--- config.mk ---
export PLATFORM = sky130hd
export DESIGN_NAME = zc_vol_atten
export DESIGN_NICKNAME = d
export VERILOG_FILES = /design/src/rtl/zcv_pkg.sv /design/src/rtl/zcv_zc_detect.sv /design/src/rtl/zcv_timeout.sv /design/src/rtl/zcv_gain.sv /design/src/rtl/zc_vol_atten.sv
export SDC_FILE = /design/constraint.sdc
export NUM_CORES = 1
export LEC_CHECK = 0
export BUFFER_PORTS_ARGS = -buffer_cell sky130_fd_sc_hd__buf_2
export CORE_MARGIN = 5
export CORE_UTILIZATION = 25
export CTS_BUF_LIST = sky130_fd_sc_hd__clkbuf_4
export DETAILED_ROUTE_END_ITERATION = 16
export PLACE_DENSITY = 0.46
export SLEW_MARGIN = 25
export SYNTH_ARGS = -nofsm -noshare
export SYNTH_HDL_FRONTEND = slang
export SYNTH_SLANG_ARGS = --single-unit
--- constraint.sdc ---
create_clock -name clk -period 10.5 [get_ports clk]
set_clock_uncertainty 0.2 [all_clocks]
set_input_delay 2.1 -clock clk [delete_from_list [all_inputs] [get_ports clk]]
set_output_delay 2.1 -clock clk [all_outputs]
set_load 0.01 [all_outputs]
--- src/rtl/zcv_pkg.sv ---
package zcv_pkg;
  localparam int MANT_FRAC = 15;

  // Q1.15 gain for the sub-6 dB part of a code (0, -1.5, -3, -4.5 dB)
  function automatic logic [15:0] mant_q15(input logic [1:0] fine);
    case (fine)
      2'd0:    return 16'd32768;
      2'd1:    return 16'd27571;
      2'd2:    return 16'd23198;
      default: return 16'd19519;
    endcase
  endfunction
endpackage

--- src/rtl/zcv_zc_detect.sv ---
module zcv_zc_detect #(
  parameter int DATA_W = 16
) (
  input  logic              clk,
  input  logic              rst_n,
  input  logic              stb,
  input  logic [DATA_W-1:0] sample,
  output logic              zc
);
  logic [DATA_W-1:0] prev_q;

  always_ff @(posedge clk or negedge rst_n) begin
    if (!rst_n)   prev_q <= '0;
    else if (stb) prev_q <= sample;
  end

  assign zc = (sample[DATA_W-1] ^ prev_q[DATA_W-1]) || (sample == '0);
endmodule

--- src/rtl/zcv_timeout.sv ---
module zcv_timeout #(
  parameter int TIMEOUT_SMPL = 384
) (
  input  logic clk,
  input  logic rst_n,
  input  logic stb,
  input  logic pend,
  input  logic zc,
  output logic expire
);
  localparam int TW = (TIMEOUT_SMPL > 2) ? $clog2(TIMEOUT_SMPL) : 1;
  localparam logic [TW-1:0] LAST = TW'(TIMEOUT_SMPL - 1);

  logic [TW-1:0] cnt_q;

  assign expire = pend && (cnt_q == LAST);

  always_ff @(posedge clk or negedge rst_n) begin
    if (!rst_n)                 cnt_q <= '0;
    else if (!pend)             cnt_q <= '0;
    else if (stb) begin
      if (zc || expire)         cnt_q <= '0;
      else                      cnt_q <= cnt_q + TW'(1);
    end
  end
endmodule

--- src/rtl/zcv_gain.sv ---
module zcv_gain #(
  parameter int DATA_W = 16,
  parameter int CODE_W = 6
) (
  input  logic              clk,
  input  logic              rst_n,
  input  logic              stb,
  input  logic [DATA_W-1:0] sample,
  input  logic [CODE_W-1:0] code,
  input  logic              mute,
  output logic [DATA_W-1:0] y
);
  import zcv_pkg::*;
  localparam int PW = DATA_W + 17;

  function automatic logic [DATA_W-1:0] atten(input logic [DATA_W-1:0] s,
                                              input logic [CODE_W-1:0] c);
    logic signed [PW-1:0] p;
    logic signed [PW-1:0] m;
    int sh;
    m  = PW'($signed({1'b0, mant_q15(c[1:0])}));
    p  = PW'($signed(s)) * m;
    sh = MANT_FRAC + int'(c[CODE_W-1:2]);
    p  = p >>> sh;
    return p[DATA_W-1:0];
  endfunction

  always_ff @(posedge clk or negedge rst_n) begin
    if (!rst_n)   y <= '0;
    else if (stb) y <= mute ? '0 : atten(sample, code);
  end
endmodule

--- src/rtl/zc_vol_atten.sv ---
module zc_vol_atten #(
  parameter int NCH          = 2,
  parameter int DATA_W       = 16,
  parameter int CODE_W       = 6,
  parameter int TIMEOUT_SMPL = 384
) (
  input  logic                  clk,
  input  logic                  rst_n,
  input  logic                  in_stb,
  input  logic [NCH*DATA_W-1:0] in_data,
  input  logic [NCH*CODE_W-1:0] req_code,
  input  logic [NCH-1:0]        req_mute,
  output logic [NCH*DATA_W-1:0] out_data,
  output logic                  out_vld,
  output logic [NCH*CODE_W-1:0] act_code,
  output logic [NCH-1:0]        act_mute
);
  logic [NCH-1:0] zc_evt;
  logic [NCH-1:0] tmo_evt;
  logic [NCH-1:0] apply_evt;

  always_ff @(posedge clk or negedge rst_n) begin
    if (!rst_n) out_vld <= 1'b0;
    else        out_vld <= in_stb;
  end

  for (genvar c = 0; c < NCH; c++) begin : g_ch
    logic [DATA_W-1:0] smp;
    logic [CODE_W-1:0] rq_code, ac_code, ef_code;
    logic              rq_mute, ac_mute, ef_mute, pend;

    assign smp     = in_data[c*DATA_W +: DATA_W];
    assign rq_code = req_code[c*CODE_W +: CODE_W];
    assign rq_mute = req_mute[c];
    assign pend    = (rq_code != ac_code) || (rq_mute != ac_mute);

    zcv_zc_detect #(.DATA_W(DATA_W)) u_zc (
      .clk(clk), .rst_n(rst_n), .stb(in_stb), .sample(smp), .zc(zc_evt[c])
    );

    zcv_timeout #(.TIMEOUT_SMPL(TIMEOUT_SMPL)) u_tmo (
      .clk(clk), .rst_n(rst_n), .stb(in_stb), .pend(pend),
      .zc(zc_evt[c]), .expire(tmo_evt[c])
    );

    assign apply_evt[c] = in_stb && pend && (zc_evt[c] || tmo_evt[c]);
    assign ef_code      = apply_evt[c] ? rq_code : ac_code;
    assign ef_mute      = apply_evt[c] ? rq_mute : ac_mute;

    always_ff @(posedge clk or negedge rst_n) begin
      if (!rst_n) begin
        ac_code <= '0;
        ac_mute <= 1'b0;
      end else if (apply_evt[c]) begin
        ac_code <= rq_code;
        ac_mute <= rq_mute;
      end
    end

    zcv_gain #(.DATA_W(DATA_W), .CODE_W(CODE_W)) u_gain (
      .clk(clk), .rst_n(rst_n), .stb(in_stb), .sample(smp),
      .code(ef_code), .mute(ef_mute), .y(out_data[c*DATA_W +: DATA_W])
    );

    assign act_code[c*CODE_W +: CODE_W] = ac_code;
    assign act_mute[c]                  = ac_mute;
  end
endmodule


Yosys cells after proc, flatten, opt, wreduce, memory -nomap -nowiden
Cells that the tools add are included.
- bits in registers: 97
- output and inout port bits: 47
- add/subtract/negate cells: 4
- multipliers: 2
- eq/ne operators: 12
- shifts and indexed selects: 2
- multiplexer cells: 16
- bitwise gates (word level): 2
- reduce and logical (&&, ||, !) cells: 16
- operator list (cell ; count):
    $pmux W16 S3 ; 2
    $mul A16 B17 Y33 ; 2
    $sshr A33 B32 Y16 ; 2
    $mux W16 ; 4
    $mux W9 ; 6
    $logic_not A16 Y1 ; 2
    $add A9 B1 Y9 const B ; 2
    $eq A9 B9 Y1 const B ; 2
    $mux W6 ; 2
    $ne A6 B6 Y1 ; 2
    $add A4 B4 Y5 const A ; 2
    $logic_and A1 B1 Y1 ; 6
    $logic_or A1 B1 Y1 ; 6
    $eq A2 B1 Y1 const B ; 2
    $eq A2 B2 Y1 const B ; 2
    $logic_not A2 Y1 ; 2
    $ne A2 B2 Y1 const B ; 2
    $mux W1 ; 2
    $ne A1 B1 Y1 ; 2
    $xor A1 B1 Y1 ; 2

Longest topological paths before layout
Gate-level depths: netlist of run 1.
- depth in word-level cells: 12
- depth in mapped cells: 38
- depth with buffers taken out: 33

Modules after synthesis
A second synthesis of run 1 with hierarchy kept.
- cells, all modules: 2816
- area, all modules: 24011.8 sq um
- modules (own cells, without submodules) (module ; instances ; cells an instance ; area each (sq um) ; seq. area each (sq um)):
    zcv_gain at g_ch[1].u_gain ; 1 ; 1358 ; 11159.5 ; 400.4
    zcv_gain at g_ch[0].u_gain ; 1 ; 1289 ; 10964.3 ; 400.4
    zcv_timeout ; 2 ; 50 ; 495.5 ; 225.2
    zc_vol_atten ; 1 ; 53 ; 724.4 ; 375.4
    zcv_zc_detect ; 2 ; 8 ; 86.3 ; 25.0

Least setup slack after synthesis of run 1
OpenSTA, ideal clock, no wires.
- kind: input to register
- from: input in_data[15]
- to: register g_ch[0].u_gain.y[12]
- arrival time: 10.548 ns
- data required time: 10.235 ns
- setup slack: -0.313 ns
- stages: 34
- buffers on the path: 6
- path through: clkbuf_1 -> nor4_1 -> a41oi_1 -> and2_1 -> clkbuf_1 -> nor2_1 -> buf_2 -> mux2_2 -> clkbuf_1 -> ha_1 -> clkbuf_1 -> and2_1 -> fa_1 -> inv_1 -> fa_1 -> inv_1 -> fa_1 -> fa_1 -> fa_1 -> inv_1 -> fa_1 -> inv_1 -> ha_1 -> clkbuf_1 -> a21oi_1 -> and2_1 -> o221a_2 -> o21a_1 -> a311o_1 -> or2_0 -> mux4_2 -> mux2_2 -> o221ai_1 -> a31o_2
- longest elaborated chain between the ends: 11
- ends and longest elaborated chain (what ; RTL line ; RTL):
    from (decl) ; zc_vol_atten.sv:10 ; input logic [NCH*DATA_W-1:0] in_data,
    $logic_not A16 Y1 / $xor A1 B1 Y1 (equally long branches) ; zcv_zc_detect.sv:17 ; assign zc = (sample[DATA_W-1] ^ prev_q[DATA_W-1]) || (sample == '0);
    $logic_or A1 B1 Y1 (*) ; zcv_zc_detect.sv:17 ;
    $logic_or A1 B1 Y1 (*) ; zc_vol_atten.sv:46 ; assign apply_evt[c] = in_stb && pend && (zc_evt[c] || tmo_evt[c]);
    $logic_and A1 B1 Y1 (*) ; zc_vol_atten.sv:46 ;
    $mux W6 (*) ; -- ;
    net g_ch[0].ef_code[1] ; zc_vol_atten.sv:29 ; logic [CODE_W-1:0] rq_code, ac_code, ef_code;
    $eq A2 B2 Y1, or another cell as far along ; zcv_pkg.sv:6 ; case (fine)
    $pmux W16 S3 (*) ; zcv_pkg.sv:6 ;
    $mux W16 (*) ; zcv_gain.sv:30 ; else if (stb) y <= mute ? '0 : atten(sample, code);
    $mul A16 B17 Y33 (*) ; zcv_gain.sv:22 ; p = PW'($signed(s)) * m;
    $sshr A33 B32 Y16 (*) ; zcv_gain.sv:24 ; p = p >>> sh;
    $mux W16 (*) ; zcv_gain.sv:30 ;
    to (signal assigned) ; zcv_gain.sv:30 ;
    to (decl) ; zcv_gain.sv:11 ; output logic [DATA_W-1:0] y
Mark *: on every way through the listed nets, which the timed path passes. The rest lies on a longest branch. The select of a mux whose other input is x is not followed.
A chain may end at the register's enable or synchronous reset.

Final worst setup path of run 1
- from: input in_data[10]
- to: register g_ch[0].u_gain.y[12]
- longest elaborated chain between the ends: 11
- ends and longest elaborated chain (what ; RTL line):
    $logic_not A16 Y1 ; zcv_zc_detect.sv:17
    $logic_or A1 B1 Y1 ; zcv_zc_detect.sv:17
    $logic_or A1 B1 Y1 ; zc_vol_atten.sv:46
    $logic_and A1 B1 Y1 ; zc_vol_atten.sv:46
    $mux W6 ; --
    $eq A2 B2 Y1, or another cell as far along ; zcv_pkg.sv:6
    $pmux W16 S3 ; zcv_pkg.sv:6
    $mux W16 ; zcv_gain.sv:30
    $mul A16 B17 Y33 ; zcv_gain.sv:22
    $sshr A33 B32 Y16 ; zcv_gain.sv:24
    $mux W16 (*) ; zcv_gain.sv:30
Every way passes the cells marked *; elsewhere a longest branch is shown, timed or not. The select of a mux whose other input is x is not followed.

==> impl_metrics.yaml, run 1 <==
placement:
  io_buffer_count: 95
  dp_hpwl_um: 67500
  gp_congestion: 0.851
grt:
  grt_pass1_vias: 21400
  grt_pass1_wl_um: 124000
  grt_util_all_layers: 0.152
  antenna_found_initial: 3
  gr-total-overflow: 0
  grt_start_max_net_pins: 49
synth:
  synth_top_area_frac: 0.291
  synth_flop_cell: "dfrtp_1"
  synth_cell_type_count: 83
  avgSynthCellArea_sq_um: 8.57
  synth_nets: 3475
  yosysTopAreaCell: "fa_1"
  ys_seq_elements: 67
  netlist_instances: 2782
  yosys_warnings: 0
  yosys-top-cells-area: "fa_1, ha_1, inv_1"
  async_flop_share: 1.00
  syn_area_sq_mm: 0.0238
  synth_enable_flop_cells: 0
  seq_area_frac_synth: 0.0704
floorplanning:
  initial_core_util: 0.251
  placementRows: 113
  fp.coreArea_sq_mm: 0.0949
  io_pins: 96
  die_h_um: 319
  die_w_um: 319
  dieArea_sq_mm: 0.102
clock_tree:
  cts_sinks: 67
  numCtsBuffers: 9
  cts_root_buf: "clkbuf_4"
  clockBufferDepth: 2
  cts_tree: "built"
  path_clk_slew_ns: 0.16
  ctsHoldBuffers: 0
  cts.htree.levels: 3
  clkLatencyLatePin_ns: 0.57
setup_path:
  rr_endpoint: "g_ch[1].u_gain.y[7]"
  rrSetupSlack_ns: 1.56
  slowest_stage: "mux4_2"
  critPathMaxStageDelay_ns: 0.54
  r2r-start: "g_ch[1].u_tmo.cnt_q[0]"
  cp_data_required_time_ns: 10.81
  cp-end-kind: "flop"
  crit_type: "in2reg"
  r2r_cells: 30
  cp_max_fo: 11
  start_kind: "primary input"
  cpMostUsedCell: "fa_1"
  cp.arrival_ns: 10.57
detailed_routing:
  vias: 20700
  finalWirelength_um: 77600
  drc: 0
  wl_per_cell_um: 17.2
  vias_per_cell: 4.59
  drt_iter0_markers: 1252
  drt-pass1-iter-count: 5
  ant_nets: 0
timing:
  max_clock_freq_mhz: 97.4
  hold_viol_final: 0
  slew_headroom: 0.347
  finalSetupViolCount: 0
  maxSlewViolCount: 0
  tns_ns: 0
  fin_crit_ns: 10.26
  worst-slew-pin-transition_ns: 0.977
  layout_worst_path_cycle_share: 0.978
final_layout:
  fin_util: 0.310
  syn_to_final_growth_pct: 23.4
  final_common_cell: "inv_1"
  drive_gt1_frac: 0.214
  final_cell_mix: "inv_1, buf_4, fa_1"
  final_nets: 3933
worst_hold_path:
  worstHoldStart: "g_ch[1].u_tmo.cnt_q[7]"
  hold_depth: 1
  holdPathEnd: "g_ch[1].u_tmo.cnt_q[7]"
  min_path_type: "reg2reg"
run:
  drv_cap: 0
run_status:
  status: "finished clean"
[through the flow]
step           std cells  hold slack (ns)  cell area [sq um]  setup slack [ns]
3_5_place_dp        4491            0.278              28900             -1.29
5_1_grt             4512            0.333              29400          -0.00986
3_3_place_gp        4491            0.280              28900             -1.30
4_1_cts             4507            0.307              29200            0.0734
6_report            4512            0.303              29400             0.235
2_1_floorplan       2782            0.252              23900           0.00201
[final cells by class]
| class | instances | area, sq um |
|---|---|---|
| diodes | 2 | 5.00 |
| clock buffers | 9 | 67.6 |
| multi-input cells | 1951 | 19500 |
| repair buffers | 561 | 4020 |
| flip-flops and latches | 67 | 1680 |
| clock inverters | 7 | 82.6 |
| fillers | 10300 | 65500 |
| inverters | 650 | 2440 |
| well taps | 1265 | 1580 |
[synth_stat cells (all sizes together) (9+ instances only)]
cell type  instances
nand2b            40
nor4              12
and3              20
mux2              20
clkbuf            88
o211ai            33
and2             115
o21ai            105
ha               298
dfrtp             67
buf               26
a31oi             16
xor2              38
nor3              32
xnor2             46
mux2i             59
nor2b             15
nand4             14
o21a              14
nand2            234
nand3             41
o2bb2ai           11
a221oi             9
o31ai             13
inv              648
nor2             107
o311ai            10
mux4              33
a211oi            20
a21oi            104
a21o              27
fa               346
[layer usage]
| layer | global-route usage | part of all wire | vias to the layer above |
|---|---|---|---|
| li1 | - | - | 9971 |
| met1 | 0.225 | 0.49 | 10300 |
| met4 | 0.0142 | 0.0084 | 0 |
| met5 | 0 | 0 | - |
| met3 | 0.0249 | 0.053 | 41 |
| met2 | 0.244 | 0.45 | 437 |
[registers in the layout, summed over array words and instances, names as in the netlist]
signal,cells
g_ch.u_gain.y,32
out_vld,1
g_ch.ac_code,12
g_ch.ac_mute,2
g_ch.u_tmo.cnt_q,18
g_ch.u_zc.prev_q,2
[timing repair]
| item | in CTS | in global routing |
|---|---|---|
| buffers inserted | 0 | 3 |
| pin swaps | 0 | 5 |
| resized for setup | 14 | 43 |
| setup endpoints to repair | 16 | 31 |
[worst max-delay path, delay by kind of cell]
| kind | cells | cell delay, ns |
|---|---|---|
| AO/OA/AOI/OAI | 6 | 1.39 |
| adder cells (fa/ha/maj) | 8 | 3.53 |
| buffers and inverters | 7 | 0.78 |
| multiplexers | 3 | 1.06 |
| AND/OR/NAND/NOR | 7 | 1.68 |
[kinds of logic after synthesis]
| family | after synthesis | share of synthesized area |
|---|---|---|
| compound gates | 458 | 0.129 |
| xor+xnor | 84 | 0.0312 |
| fa+ha+maj | 644 | 0.447 |
| buf+inv | 764 | 0.123 |
| flops | 67 | 0.0704 |
| mux | 112 | 0.0666 |
| simple gates | 653 | 0.133 |
[how the worst max path moves through the flow]
| stage | from | to | slack, ns | depth (start not counted) |
|---|---|---|---|---|
| 6_report | in_data[10] | g_ch[0].u_gain.y[12] | 0.24 | 31 |
| 5_1_grt | in_data[30] | g_ch[1].u_gain.y[7] | -0.01 | 32 |
| 4_1_cts | in_data[14] | g_ch[0].u_gain.y[12] | 0.07 | 30 |
| 3_5_place_dp | in_data[15] | g_ch[0].u_gain.y[12] | -1.29 | 31 |
| 3_3_place_gp | in_data[15] | g_ch[0].u_gain.y[14] | -1.30 | 32 |
| 2_1_floorplan | in_data[15] | g_ch[0].u_gain.y[12] | 0.002 | 34 |
Power of run 1 is left out: the tool's default activity adds up to more than one toggle a clock period on the data nets, which glitch-free logic cannot reach.
==> inputs of run 2 (changes only) <==
Settings changed: SYNTH_HIERARCHICAL set to 1.
==> impl_metrics.yaml, run 2 <==
run_status:
  status: "finished clean"
clock_tree:
  cts_sinks: 67
  cts.htree.levels: 3
  ctsHoldBuffers: 0
  cts_root_buf: "clkbuf_4"
  numCtsBuffers: 9
  cts_tree: "built"
  clockBufferDepth: 2
  path_clk_slew_ns: 0.13
  clkLatencyLatePin_ns: 0.50
synth:
  async_flop_share: 1.00
  yosysTopAreaCell: "fa_1"
  yosys-top-cells-area: "fa_1, ha_1, inv_1"
  netlist_instances: 2816
  seq_area_frac_synth: 0.0698
  synth_top_area_frac: 0.293
  synth_enable_flop_cells: 0
  ys_seq_elements: 67
  synth_flop_cell: "dfrtp_1"
  yosys_warnings: 6
  synth_most_common_cell: "inv_1"
  syn_area_sq_mm: 0.0240
  synth_nets: 3509
  synthTopCellsByCount: "inv_1, fa_1, ha_1"
  synth_cell_type_count: 115
  avgSynthCellArea_sq_um: 8.53
final_layout:
  drive_gt1_frac: 0.245
  regArea_sq_mm: 0.00168
  multi_input_area_sq_mm: 0.0201
  fillers: 10200
  top_regs: "g_ch.u_gain/y x32, g_ch.u_tmo/cnt_q x18, g_ch.ac_code x12"
  final_common_cell: "inv_1"
  final_nets: 4038
  fin_util: 0.319
  largest-register: "g_ch.u_gain/y"
  final_cell_mix: "inv_1, buf_4, fa_1"
  largest_reg_flops: 32
  syn_to_final_growth_pct: 26.5
setup_path:
  r2r-start: "g_ch[0].ac_code[5]"
  cpMostUsedCell: "fa_1"
  r2r_cells: 32
  cp.arrival_ns: 10.40
  rr_endpoint: "g_ch[0].u_gain/y[2]"
  crit_type: "in2reg"
  crit_path_start: "req_code[5]"
  cp_data_required_time_ns: 10.70
  critPathMaxStageDelay_ns: 0.55
  start_kind: "primary input"
  rrSetupSlack_ns: 1.56
  setup.worst_path.end: "g_ch[0].u_gain/y[2]"
  cp_max_fo: 12
  cp-end-kind: "flop"
  slowest_stage: "fa_1"
timing:
  max_clock_freq_mhz: 98.0
  maxSlewViolCount: 0
  hold_viol_final: 0
  layout_worst_path_cycle_share: 0.972
  fin_crit_ns: 10.20
  finalSetupViolCount: 0
  slew_headroom: 0.402
  worst-slew-pin-transition_ns: 0.893
floorplanning:
  die_h_um: 320
  placementRows: 113
  initial_core_util: 0.252
  io_pins: 96
  die_w_um: 320
  fp.coreArea_sq_mm: 0.0952
  dieArea_sq_mm: 0.102
detailed_routing:
  drt_iter0_markers: 1179
  drc: 0
  wl_per_cell_um: 17.4
  vias_per_cell: 4.57
  finalWirelength_um: 80200
  ant_nets: 0
  drt-pass1-iter-count: 5
  vias: 21100
grt:
  antenna_found_initial: 3
  grt_util_all_layers: 0.155
  grt_start_max_net_pins: 68
  grt_pass1_vias: 22300
  gr-total-overflow: 0
  grt_pass1_wl_um: 127000
run:
  drv_cap: 0
worst_hold_path:
  worstHoldStart: "g_ch[0].u_gain/y[9]"
  min_path_type: "reg2reg"
placement:
  dp_hpwl_um: 69700
  gp_congestion: 0.889
  io_buffer_count: 95
-- run 2: logic make-up after synthesis --
kind of cell / Yosys count / share of synthesized area
buffers and inverters: 721 / 0.115
multiplexers: 58 / 0.0304
AO/OA/AOI/OAI: 501 / 0.152
AND/OR/NAND/NOR: 729 / 0.150
adder cells (fa/ha/maj): 644 / 0.446
flip-flops: 67 / 0.0698
XOR/XNOR: 96 / 0.0363
-- run 2: per-stage QoR --
stage / hold WS [ns] / instances / setup slack (ns) / cell area [sq um] / TNS (ns)
3_3_place_gp: 0.276 / 4586 / -0.815 / 29600 / -17.83
2_1_floorplan: 0.301 / 2816 / -0.0154 / 24000 / -0.0154
5_1_grt: 0.332 / 4615 / -0.0307 / 30400 / -0.0344
3_5_place_dp: 0.275 / 4586 / -0.774 / 29600 / -17.07
6_report: 0.302 / 4617 / 0.298 / 30400 / 0
4_1_cts: 0.306 / 4602 / 0.0119 / 29800 / 0
-- run 2: per-layer routing --
layer | GRT usage | vias to the layer above | part of all wire
met3 | 0.0183 | 51 | 0.043
met2 | 0.262 | 422 | 0.46
met4 | 0.0152 | 0 | 0.0097
met5 | 0 | - | 0
met1 | 0.222 | 10400 | 0.48
li1 | - | 10300 | -
-- run 2: how the worst min path moves through the flow --
| stage | end | slack (ns) | cells past startpoint |
|---|---|---|---|
| final | g_ch[0].u_gain/y[9] | 0.30 | 1 |
| after global routing | g_ch[0].u_gain/y[14] | 0.33 | 1 |
| after CTS | g_ch[0].u_gain/y[9] | 0.31 | 1 |
| after detailed placement | g_ch[0].u_gain/y[9] | 0.28 | 1 |
| after global placement | g_ch[0].u_gain/y[9] | 0.28 | 1 |
| after floorplan | g_ch[0].u_zc/prev_q[15] | 0.30 | 1 |
-- run 2: area by class of cell --
type	instances	area share
Antenna cell	2	0.000165
Timing Repair Buffer	619	0.149
Clock inverter	7	0.00329
Sequential cell	67	0.0552
Tap cell	1265	0.0521
Clock buffer	9	0.00222
Inverter	620	0.0767
Multi-Input combinational cell	2028	0.661
-- run 2: worst max-delay path: cells and delay by family --
kind | cells | cell delay (ns)
AND/OR/NAND/NOR | 7 | 1.34
adder cells (fa/ha/maj) | 8 | 3.67
XOR/XNOR | 2 | 0.23
multiplexers | 2 | 0.89
buffers and inverters | 8 | 0.90
AO/OA/AOI/OAI | 6 | 1.24
-- run 2: timing repair --
item,CTS,global route
endpoints found under the hold margin,0,0
pin swaps,1,29
buffers inserted,0,13
gates resized for setup,8,100
endpoints found under the setup margin,19,32
Power of run 2 is left out for the same reason.
==> inputs of run 3 (changes only) <==
Settings changed: CTS_BUF_LIST sky130_fd_sc_hd__clkbuf_4 to sky130_fd_sc_hd__clkbuf_16.
==> impl_metrics.yaml, run 3 (synthesis results as in run 2) <==
final_layout:
  design_area_sq_mm: 0.0310
  fillers: 10100
  drive_gt1_frac: 0.261
  final_nets: 4055
  final_common_cell: "inv_1"
  antenna_cells: 0
  fin_util: 0.325
  largest-register: "g_ch.u_gain/y"
  syn_to_final_growth_pct: 29.0
  top_regs: "g_ch.u_gain/y x32, g_ch.u_tmo/cnt_q x18, g_ch.ac_code x12"
  final_cell_mix: "inv_1, buf_4, fa_1"
  largest_reg_flops: 32
floorplanning:
  placementRows: 113
  die_h_um: 320
  fp.coreArea_sq_mm: 0.0952
  initial_core_util: 0.252
  dieArea_sq_mm: 0.102
  die_w_um: 320
  io_pins: 96
timing:
  whs_ns: 0.288
  slew_headroom: 0.284
  fin_crit_ns: 10.25
  hold_viol_final: 0
  finalWorstSetupSlack_ns: 0.251
  layout_worst_path_cycle_share: 0.976
  finalSetupViolCount: 0
  max_clock_freq_mhz: 97.6
  worst-slew-pin-transition_ns: 1.07
  maxSlewViolCount: 0
  rsz0062_at_grt: "yes"
setup_path:
  cp-end-kind: "flop"
  cp_max_fo: 9
  critPathMaxStageDelay_ns: 0.56
  cp.arrival_ns: 10.25
  crit_type: "in2reg"
  cp_data_required_time_ns: 10.51
  start_kind: "primary input"
  cpMostUsedCell: "fa_1"
  slowest_stage: "fa_1"
detailed_routing:
  drc: 0
  ant_nets: 0
  drt-pass1-iter-count: 5
  vias_per_cell: 4.61
  finalWirelength_um: 80800
  drt_iter0_markers: 1174
  wl_per_cell_um: 17.5
  vias: 21300
placement:
  gp_congestion: 0.889
  place_ws_ns: -0.774
  io_buffer_count: 95
  dp_hpwl_um: 69700
  placed_area_sq_mm: 0.0296
grt:
  grt_util_all_layers: 0.156
  grt_start_max_net_pins: 68
  antenna_found_initial: 3
  gr-total-overflow: 0
  grt_pass1_wl_um: 128000
  grt_pass1_vias: 22400
clock_tree:
  cts_sinks: 67
  numCtsBuffers: 9
  cts_root_buf: "clkbuf_16"
  cts_tree: "built"
  clkLatencyLatePin_ns: 0.35
  cts.htree.levels: 3
  path_clk_slew_ns: 0.06
  clockBufferDepth: 2
run_status:
  status: "finished clean"
worst_hold_path:
  min_path_type: "reg2reg"
run:
  drv_cap: 0
run 3: timing repair:
| action | CTS | global route |
|---|---|---|
| hold buffers | 0 | 0 |
| buffers inserted | 8 | 22 |
| hold endpoints to repair | 0 | 0 |
| pin swaps | 3 | 62 |
| cloned | 0 | 0 |
| gates resized for setup | 22 | 156 |
| setup endpoints to repair | 31 | 32 |
run 3: worst max-delay path, delay by kind of cell:
family / cells / cell delay, ns
AO/OA/AOI/OAI: 5 / 1.00
XOR/XNOR: 2 / 0.34
adder cells (fa/ha/maj): 8 / 3.58
buffers and inverters: 9 / 0.98
multiplexers: 2 / 0.77
AND/OR/NAND/NOR: 7 / 1.47
run 3: final timing paths:
check / from / endpoint / slack [ns] / depth (start not counted)
max: req_code[8] / g_ch[1].u_gain/y[3] / 0.25 / 33
min: g_ch[0].u_gain/y[9] / g_ch[0].u_gain/y[9] / 0.29 / 1
max reg2reg: g_ch[1].ac_code[5] / g_ch[1].u_gain/y[3] / 1.71 / 32
min reg2reg: g_ch[0].u_gain/y[9] / g_ch[0].u_gain/y[9] / 0.29 / 1
max in group asynchronous: rst_n / g_ch[0].u_gain/y[4] / 8.04 / 1
min in group asynchronous: rst_n / g_ch[0].u_tmo/cnt_q[8] / 1.56 / 1
run 3: stage by stage:
step | cells | setup TNS (ns)
floorplan | 2816 | -0.0154
global placement | 4586 | -17.83
detailed placement | 4586 | -17.07
CTS | 4610 | -0.0206
global route | 4632 | -0.236
finish | 4632 | 0
run 3: cell type report:
type / count / area (sq um) / share of cell area
clock buffers: 9 / 225 / 0.00727
flip-flops and latches: 67 / 1680 / 0.0541
well taps: 1265 / 1580 / 0.0511
repair buffers: 636 / 4660 / 0.150
multi-input cells: 2028 / 20400 / 0.658
clock inverters: 7 / 100 / 0.00323
inverters: 620 / 2340 / 0.0756
run 3: routing by layer:
metal | routed length [um] | track usage | part of all wire | up-vias
met2 | 37900 | 0.263 | 0.47 | 459
met1 | 38800 | 0.223 | 0.48 | 10500
met4 | 639 | 0.0143 | 0.0079 | 0
met3 | 3550 | 0.0188 | 0.044 | 39
li1 | - | - | - | 10300
met5 | 0 | 0 | 0 | -
Power of run 3 is left out for the same reason.
